### config.mk
export PLATFORM = sky130hd
export DESIGN_NAME = dim_edge_seq
export DESIGN_NICKNAME = d
export VERILOG_FILES = /design/src/rtl/dim_seq_pkg.sv /design/src/rtl/dim_duty_avg.sv /design/src/rtl/dim_slew_ramp.sv /design/src/rtl/dim_edge_fsm.sv /design/src/rtl/dim_edge_seq.sv
export SDC_FILE = /design/constraint.sdc
export NUM_CORES = 1
export LEC_CHECK = 0
export BUFFER_PORTS_ARGS = -buffer_cell sky130_fd_sc_hd__buf_2
export CAP_MARGIN = 20
export CORE_MARGIN = 1
export CORE_UTILIZATION = 55
export CTS_BUF_LIST = sky130_fd_sc_hd__clkbuf_8
export DETAILED_ROUTE_END_ITERATION = 10
export PLACE_DENSITY = 0.85
export SYNTH_ARGS = -nofsm -noshare
export SYNTH_HDL_FRONTEND = slang
export SYNTH_HIERARCHICAL = 1
export SYNTH_SLANG_ARGS = --single-unit
### constraint.sdc
create_clock -name clk -period 4.55 [get_ports clk]
set_input_delay 0.91 -clock clk [delete_from_list [all_inputs] [get_ports clk]]
set_output_delay 0.91 -clock clk [all_outputs]
set_load 0.02 [all_outputs]
### src/rtl/dim_seq_pkg.sv
package dim_seq_pkg;

    // Sequencer states; see the brief for meaning and transitions.
    typedef enum logic [2:0] {
        ST_IDLE = 3'd0,
        ST_ARM  = 3'd1,
        ST_LIT  = 3'd2,
        ST_TAIL = 3'd3,
        ST_DARK = 3'd4
    } seq_state_t;

endpackage

### src/rtl/dim_duty_avg.sv
module dim_duty_avg #(
    parameter int AVG_W  = 12,
    parameter int AVG_SH = 4,
    parameter int OFS    = 4,
    parameter int TW     = 7
) (
    input  logic          clk,
    input  logic          rst_n,
    input  logic          en,
    input  logic          dim_in,
    output logic [TW-1:0] tgt_o
);
    localparam int ACC_W = AVG_W + 1;
    localparam int FULL  = 1 << AVG_W;
    localparam int SPAN  = 25 * OFS;
    localparam int PW    = ACC_W + $clog2(SPAN + 1);
    localparam logic [ACC_W-1:0] INC    = ACC_W'(FULL >> AVG_SH);
    localparam logic [ACC_W-1:0] FULL_V = ACC_W'(FULL);

    logic [ACC_W-1:0] acc;
    logic [ACC_W-1:0] frac;
    logic [PW-1:0]    prod;

    // First-order low-pass of the off indicator
    always_ff @(posedge clk or negedge rst_n) begin
        if (!rst_n) begin
            acc <= '0;
        end else if (en) begin
            acc <= acc - (acc >> AVG_SH) + (dim_in ? '0 : INC);
        end
    end

    always_comb begin
        frac  = (acc > FULL_V) ? FULL_V : acc;
        prod  = PW'(frac) * PW'(SPAN);
        tgt_o = TW'(OFS) + TW'(prod >> AVG_W);
    end

endmodule

### src/rtl/dim_slew_ramp.sv
module dim_slew_ramp #(
    parameter int CW   = 10,
    parameter int STEP = 8
) (
    input  logic          clk,
    input  logic          rst_n,
    input  logic          en,
    input  logic          down,
    input  logic [CW-1:0] loop_cmd,
    output logic [CW-1:0] pwr_cmd
);
    localparam logic [CW-1:0] TOP  = {CW{1'b1}};
    localparam logic [CW-1:0] STPV = CW'(STEP);

    logic [CW-1:0] ramp;

    always_ff @(posedge clk or negedge rst_n) begin
        if (!rst_n) begin
            ramp <= TOP;
        end else if (!en) begin
            ramp <= TOP;
        end else if (down) begin
            ramp <= (ramp < STPV) ? '0 : ramp - STPV;
        end else begin
            ramp <= (ramp > TOP - STPV) ? TOP : ramp + STPV;
        end
    end

    assign pwr_cmd = (ramp < loop_cmd) ? ramp : loop_cmd;

endmodule

### src/rtl/dim_edge_fsm.sv
module dim_edge_fsm
    import dim_seq_pkg::*;
#(
    parameter int LINK_DLY = 300,
    parameter int CNT_W    = 9,
    parameter int TW       = 7,
    parameter int OFS      = 4
) (
    input  logic          clk,
    input  logic          rst_n,
    input  logic          ss_done,
    input  logic          dim_in,
    input  logic [TW-1:0] tgt_i,
    output logic          led_sw,
    output logic          loop_link,
    output logic          stage_off
);
    localparam logic [CNT_W-1:0] LINK_LAST = CNT_W'(LINK_DLY - 1);

    seq_state_t       st, st_nx;
    logic [CNT_W-1:0] cnt, cnt_nx;
    logic [TW-1:0]    tgt_q, tgt_nx;

    // State register
    always_ff @(posedge clk or negedge rst_n) begin
        if (!rst_n) begin
            st    <= ST_IDLE;
            cnt   <= '0;
            tgt_q <= TW'(OFS);
        end else begin
            st    <= st_nx;
            cnt   <= cnt_nx;
            tgt_q <= tgt_nx;
        end
    end

    // Next state
    always_comb begin
        st_nx  = st;
        cnt_nx = cnt + 1'b1;
        tgt_nx = tgt_q;
        if (!ss_done) begin
            st_nx  = ST_IDLE;
            cnt_nx = '0;
        end else begin
            unique case (st)
                ST_IDLE: begin
                    cnt_nx = '0;
                    st_nx  = dim_in ? ST_ARM : ST_DARK;
                end
                ST_ARM: begin
                    if (!dim_in) begin
                        st_nx  = ST_TAIL;
                        cnt_nx = '0;
                        tgt_nx = tgt_i;
                    end else if (cnt == LINK_LAST) begin
                        st_nx = ST_LIT;
                    end
                end
                ST_LIT: begin
                    cnt_nx = cnt;
                    if (!dim_in) begin
                        st_nx  = ST_TAIL;
                        cnt_nx = '0;
                        tgt_nx = tgt_i;
                    end
                end
                ST_TAIL: begin
                    if (dim_in) begin
                        st_nx  = ST_ARM;
                        cnt_nx = '0;
                    end else if (cnt == CNT_W'(tgt_q) - 1'b1) begin
                        st_nx = ST_DARK;
                    end
                end
                ST_DARK: begin
                    cnt_nx = cnt;
                    if (dim_in) begin
                        st_nx  = ST_ARM;
                        cnt_nx = '0;
                    end
                end
                default: begin
                    st_nx  = ST_IDLE;
                    cnt_nx = '0;
                end
            endcase
        end
    end

    // Outputs
    always_comb begin
        led_sw    = 1'b0;
        loop_link = 1'b0;
        stage_off = 1'b0;
        unique case (st)
            ST_IDLE: loop_link = 1'b1;
            ST_ARM:  led_sw    = 1'b1;
            ST_LIT: begin
                led_sw    = 1'b1;
                loop_link = 1'b1;
            end
            ST_TAIL: ;
            ST_DARK: stage_off = 1'b1;
            default: loop_link = 1'b1;
        endcase
    end

endmodule

### src/rtl/dim_edge_seq.sv
module dim_edge_seq #(
    parameter int CW       = 10,
    parameter int STEP     = 8,
    parameter int LINK_DLY = 300,
    parameter int OFS      = 4,
    parameter int AVG_W    = 12,
    parameter int AVG_SH   = 4
) (
    input  logic          clk,
    input  logic          rst_n,
    input  logic          ss_done,
    input  logic          dim_in,
    input  logic [CW-1:0] loop_cmd,
    output logic          led_sw,
    output logic          loop_link,
    output logic          stage_off,
    output logic [CW-1:0] pwr_cmd
);
    localparam int TGT_MAX = 26 * OFS;
    localparam int TW      = $clog2(TGT_MAX + 1);
    localparam int CNT_MAX = (LINK_DLY > TGT_MAX) ? LINK_DLY : TGT_MAX;
    localparam int CNT_W   = $clog2(CNT_MAX + 1);

    logic [TW-1:0] tgt;

    dim_duty_avg #(
        .AVG_W (AVG_W),
        .AVG_SH(AVG_SH),
        .OFS   (OFS),
        .TW    (TW)
    ) u_avg (
        .clk   (clk),
        .rst_n (rst_n),
        .en    (ss_done),
        .dim_in(dim_in),
        .tgt_o (tgt)
    );

    dim_edge_fsm #(
        .LINK_DLY(LINK_DLY),
        .CNT_W   (CNT_W),
        .TW      (TW),
        .OFS     (OFS)
    ) u_fsm (
        .clk      (clk),
        .rst_n    (rst_n),
        .ss_done  (ss_done),
        .dim_in   (dim_in),
        .tgt_i    (tgt),
        .led_sw   (led_sw),
        .loop_link(loop_link),
        .stage_off(stage_off)
    );

    dim_slew_ramp #(
        .CW  (CW),
        .STEP(STEP)
    ) u_ramp (
        .clk     (clk),
        .rst_n   (rst_n),
        .en      (ss_done),
        .down    (stage_off),
        .loop_cmd(loop_cmd),
        .pwr_cmd (pwr_cmd)
    );

endmodule

==> flow_summary.yaml <==
yosys:
  synth-seq-cells: 40
  synth_top_family_by_area: "adder cells"
  synth_compound_area_share_pct: 15.8
  async_flop_share_pct: 100
  synth_area_um2: 4430
  yosysSeqAreaShare_pct: 22.9
  yosysWarnings: 6
  syn_avg_cell_area_um2: 9.02
  synthXorXnorAreaFrac_pct: 6.50
  synthDistinctLibCells: 73
  yosys.area_share.simple_pct: 16.8
  synthCells: 491
  synth.area.mux_share_pct: 6.30
  synth-edff-count: 0
  synth_nets: 587
  synthAdderAreaFrac_pct: 24.7
  synthFlopType: "dfrtp_1"
cells_and_area:
  mostFrequentLayoutCells: "73 x ha_1, 54 x inv_1, 36 x nor2_1"
  nets: 612
  layout_commonest_cell: "ha_1"
  layout-drive-gt1-share_pct: 18.6
  fin_area_um2: 4820
  fillCellCount: 633
  multiInputGateArea_um2: 3170
  n_antenna_cell: 0
  regArea_um2: 1010
  syn2layout_area_growth_pct: 8.87
place:
  gp_congestion: 0.839
  dp_slack_ns: -0.00787
  port_buffers: 26
  postPlaceCellArea_um2: 4640
  dp_hpwl_mm: 6.94
worst_setup_path:
  cp-end-kind: "flop"
  start_kind: "flop"
  worstPathRequired_ns: 4.75
  worstPathMaxFanout: 7
  r2r-start: "u_avg/acc[12]$_DFFE_PN0P_"
  crit_arrival_ns: 4.61
  crit_path_start: "u_avg/acc[12]$_DFFE_PN0P_"
  critical_path_class: "flop to flop"
timing:
  drv_slew: 0
  hold_viol: 0
  fmaxAchievable_mhz: 227
  fin_crit_ns: 4.41
  setup_viol: 0
  fin_ws_ns: 0.141
  relSlewSlack_pct: 36.1
  tightest_slew_ns: 0.951
  fin_tns_setup_ns: 0
  period_share_pct: 96.9
  finClkSkew_ns: 0.0121
flow_run:
  max_cap_violations: 0
route:
  wirelength_mm: 9.15
  first_pass_iters: 4
  drc: 0
  vias: 3655
  drtIter0Drc: 127
  drt.antenna.violating_nets: 0
  vias_per_cell: 5.90
  wl_per_cell_um: 14.8
clock_network:
  cts_root_buffer: "clkbuf_8"
  path_clk_slew_ns: 0.09
  clockBufferDepth: 2
  cts_tree: "done"
  numClockSinks: 40
  cts_max_level: 2
  clk_latency_ns: 0.30
  cts_inserted_buffers: 5
  hold_buffers: 0
floorplanning:
  fp.dieArea_um2: 8420
  die_height_um: 91.7
  rows: 32
  fp.coreArea_um2: 7770
  die_w_um: 91.7
  ioPinCount: 27
  initial_core_util_pct: 57.0
global_routing:
  grt_overflow: 0
  antenna_found_initial: 0
  grt_usage_pct: 22.9
  grt_pass1_wl_mm: 15.9
  first_global_vias: 3669
  grt_max_degree: 41
outcome:
  outcome: "finished, final reports clean"
hold_path:
  min_path_type: "flop to flop"
  holdCritStartpoint: "u_fsm/tgt_q[6]$_DFFE_PN0P_"
==> worst paths after layout <==
check	to	slack [ns]	depth (start not counted)
max	u_fsm/tgt_q[6]$_DFFE_PN0P_	0.14	17
min	u_fsm/tgt_q[6]$_DFFE_PN0P_	0.57	1
max reg2reg	u_fsm/tgt_q[6]$_DFFE_PN0P_	0.14	17
min reg2reg	u_fsm/tgt_q[6]$_DFFE_PN0P_	0.57	1
max in group asynchronous	u_avg/acc[4]$_DFFE_PN0P_	3.22	1
min in group asynchronous	u_fsm/cnt[0]$_DFFE_PN0P_	0.72	1
==> what timing repair did <==
item / CTS / global route
pin swaps: 0 / 2
buffers inserted: 0 / 1
endpoints found under the setup margin: 1 / 1
gates resized for setup: 3 / 14
==> critical path: stages, from the launching register on <==
cell and delay (ns):
dfrtp_2 0.49, nor2b_1 0.21, ha_1 0.27, ha_1 0.33
fa_1 0.51, ha_1 0.32, nand4_1 0.11, o221a_2 0.30
o21ai_4 0.20, a21oi_1 0.10, xnor2_1 0.13, ha_1 0.22
nor2b_1 0.16, a32o_1 0.22, a22o_1 0.21, a211oi_2 0.18
xnor2_1 0.09, mux2_2 0.25
==> flip-flops by register name, indices dropped and copies added, names as in the netlist <==
signal,flops
u_avg/acc,13
u_fsm/cnt,9
u_ramp/ramp,8
u_fsm/tgt_q,7
u_fsm/st,3
==> cell usage after synthesis (3+ instances only) <==
| cell type | count | area, um2 |
|---|---|---|
| ha_1 | 73 | 913 |
| inv_1 | 55 | 206 |
| nor2_1 | 39 | 146 |
| dfrtp_1 | 31 | 776 |
| a21oi_1 | 26 | 130 |
| nand2_1 | 24 | 90.1 |
| o21ai_0 | 20 | 100 |
| xnor2_1 | 20 | 175 |
| nor3_1 | 12 | 60.1 |
| mux2_2 | 11 | 124 |
| nand3_1 | 11 | 55.1 |
| xor2_1 | 11 | 96.3 |
| nand4_1 | 10 | 62.6 |
| dfstp_2 | 9 | 236 |
| fa_1 | 9 | 180 |
| nor2b_1 | 9 | 56.3 |
| mux2i_1 | 8 | 80.1 |
| clkbuf_1 | 7 | 26.3 |
| a211oi_1 | 5 | 37.5 |
| and3_1 | 5 | 31.3 |
| buf_6 | 5 | 56.3 |
| mux2_4 | 5 | 75.1 |
| nand2b_1 | 5 | 31.3 |
| a21o_1 | 4 | 30.0 |
| a31oi_1 | 3 | 18.8 |
| nand3b_1 | 3 | 22.5 |
| o2111ai_1 | 3 | 26.3 |
| o211ai_1 | 3 | 22.5 |
| o21bai_1 | 3 | 22.5 |
| o22ai_1 | 3 | 18.8 |
| o311ai_0 | 3 | 26.3 |
| o31ai_1 | 3 | 22.5 |
| or3_1 | 3 | 18.8 |
==> cell families (layout without fill, tap and decap cells) <==
family / after synthesis / count (layout)
AO/OA/AOI/OAI: 101 / 101
XOR/XNOR: 32 / 32
adder cells (fa/ha/maj): 82 / 82
buffers and inverters: 72 / 98
flip-flops: 40 / 40
AND/OR/NAND/NOR: 140 / 140
multiplexers: 24 / 24
==> cell type report <==
cell class	instances	area share, %
clock buffer	5	1.43
clock inverter	3	0.986
inverter	56	4.36
multi-input combinational	379	65.6
sequential	40	21.0
tap	102	2.65
timing repair buffer	34	3.89
==> per-layer routing <==
| layer | vias up | GRT usage [%] | part of all wire (%) |
|---|---|---|---|
| met2 | 66 | 42.4 | 50 |
| met5 | - | 0 | 0 |
| met1 | 1774 | 27.7 | 46 |
| li1 | 1806 | - | - |
| met3 | 9 | 3.48 | 3.2 |
| met4 | 0 | 5.34 | 0.82 |
==> through the flow <==
stage	instances	utilization, %	hold WS [ns]
final	619	62.1	0.575
after global routing	619	62.1	0.598
after CTS	618	61.3	0.571
after detailed placement	610	59.7	0.550
after global placement	610	59.7	0.537
after floorplan	491	-	0.512
Power is left out: the tool's default activity adds up to more than one toggle a clock period on the data nets, which glitch-free logic cannot reach.
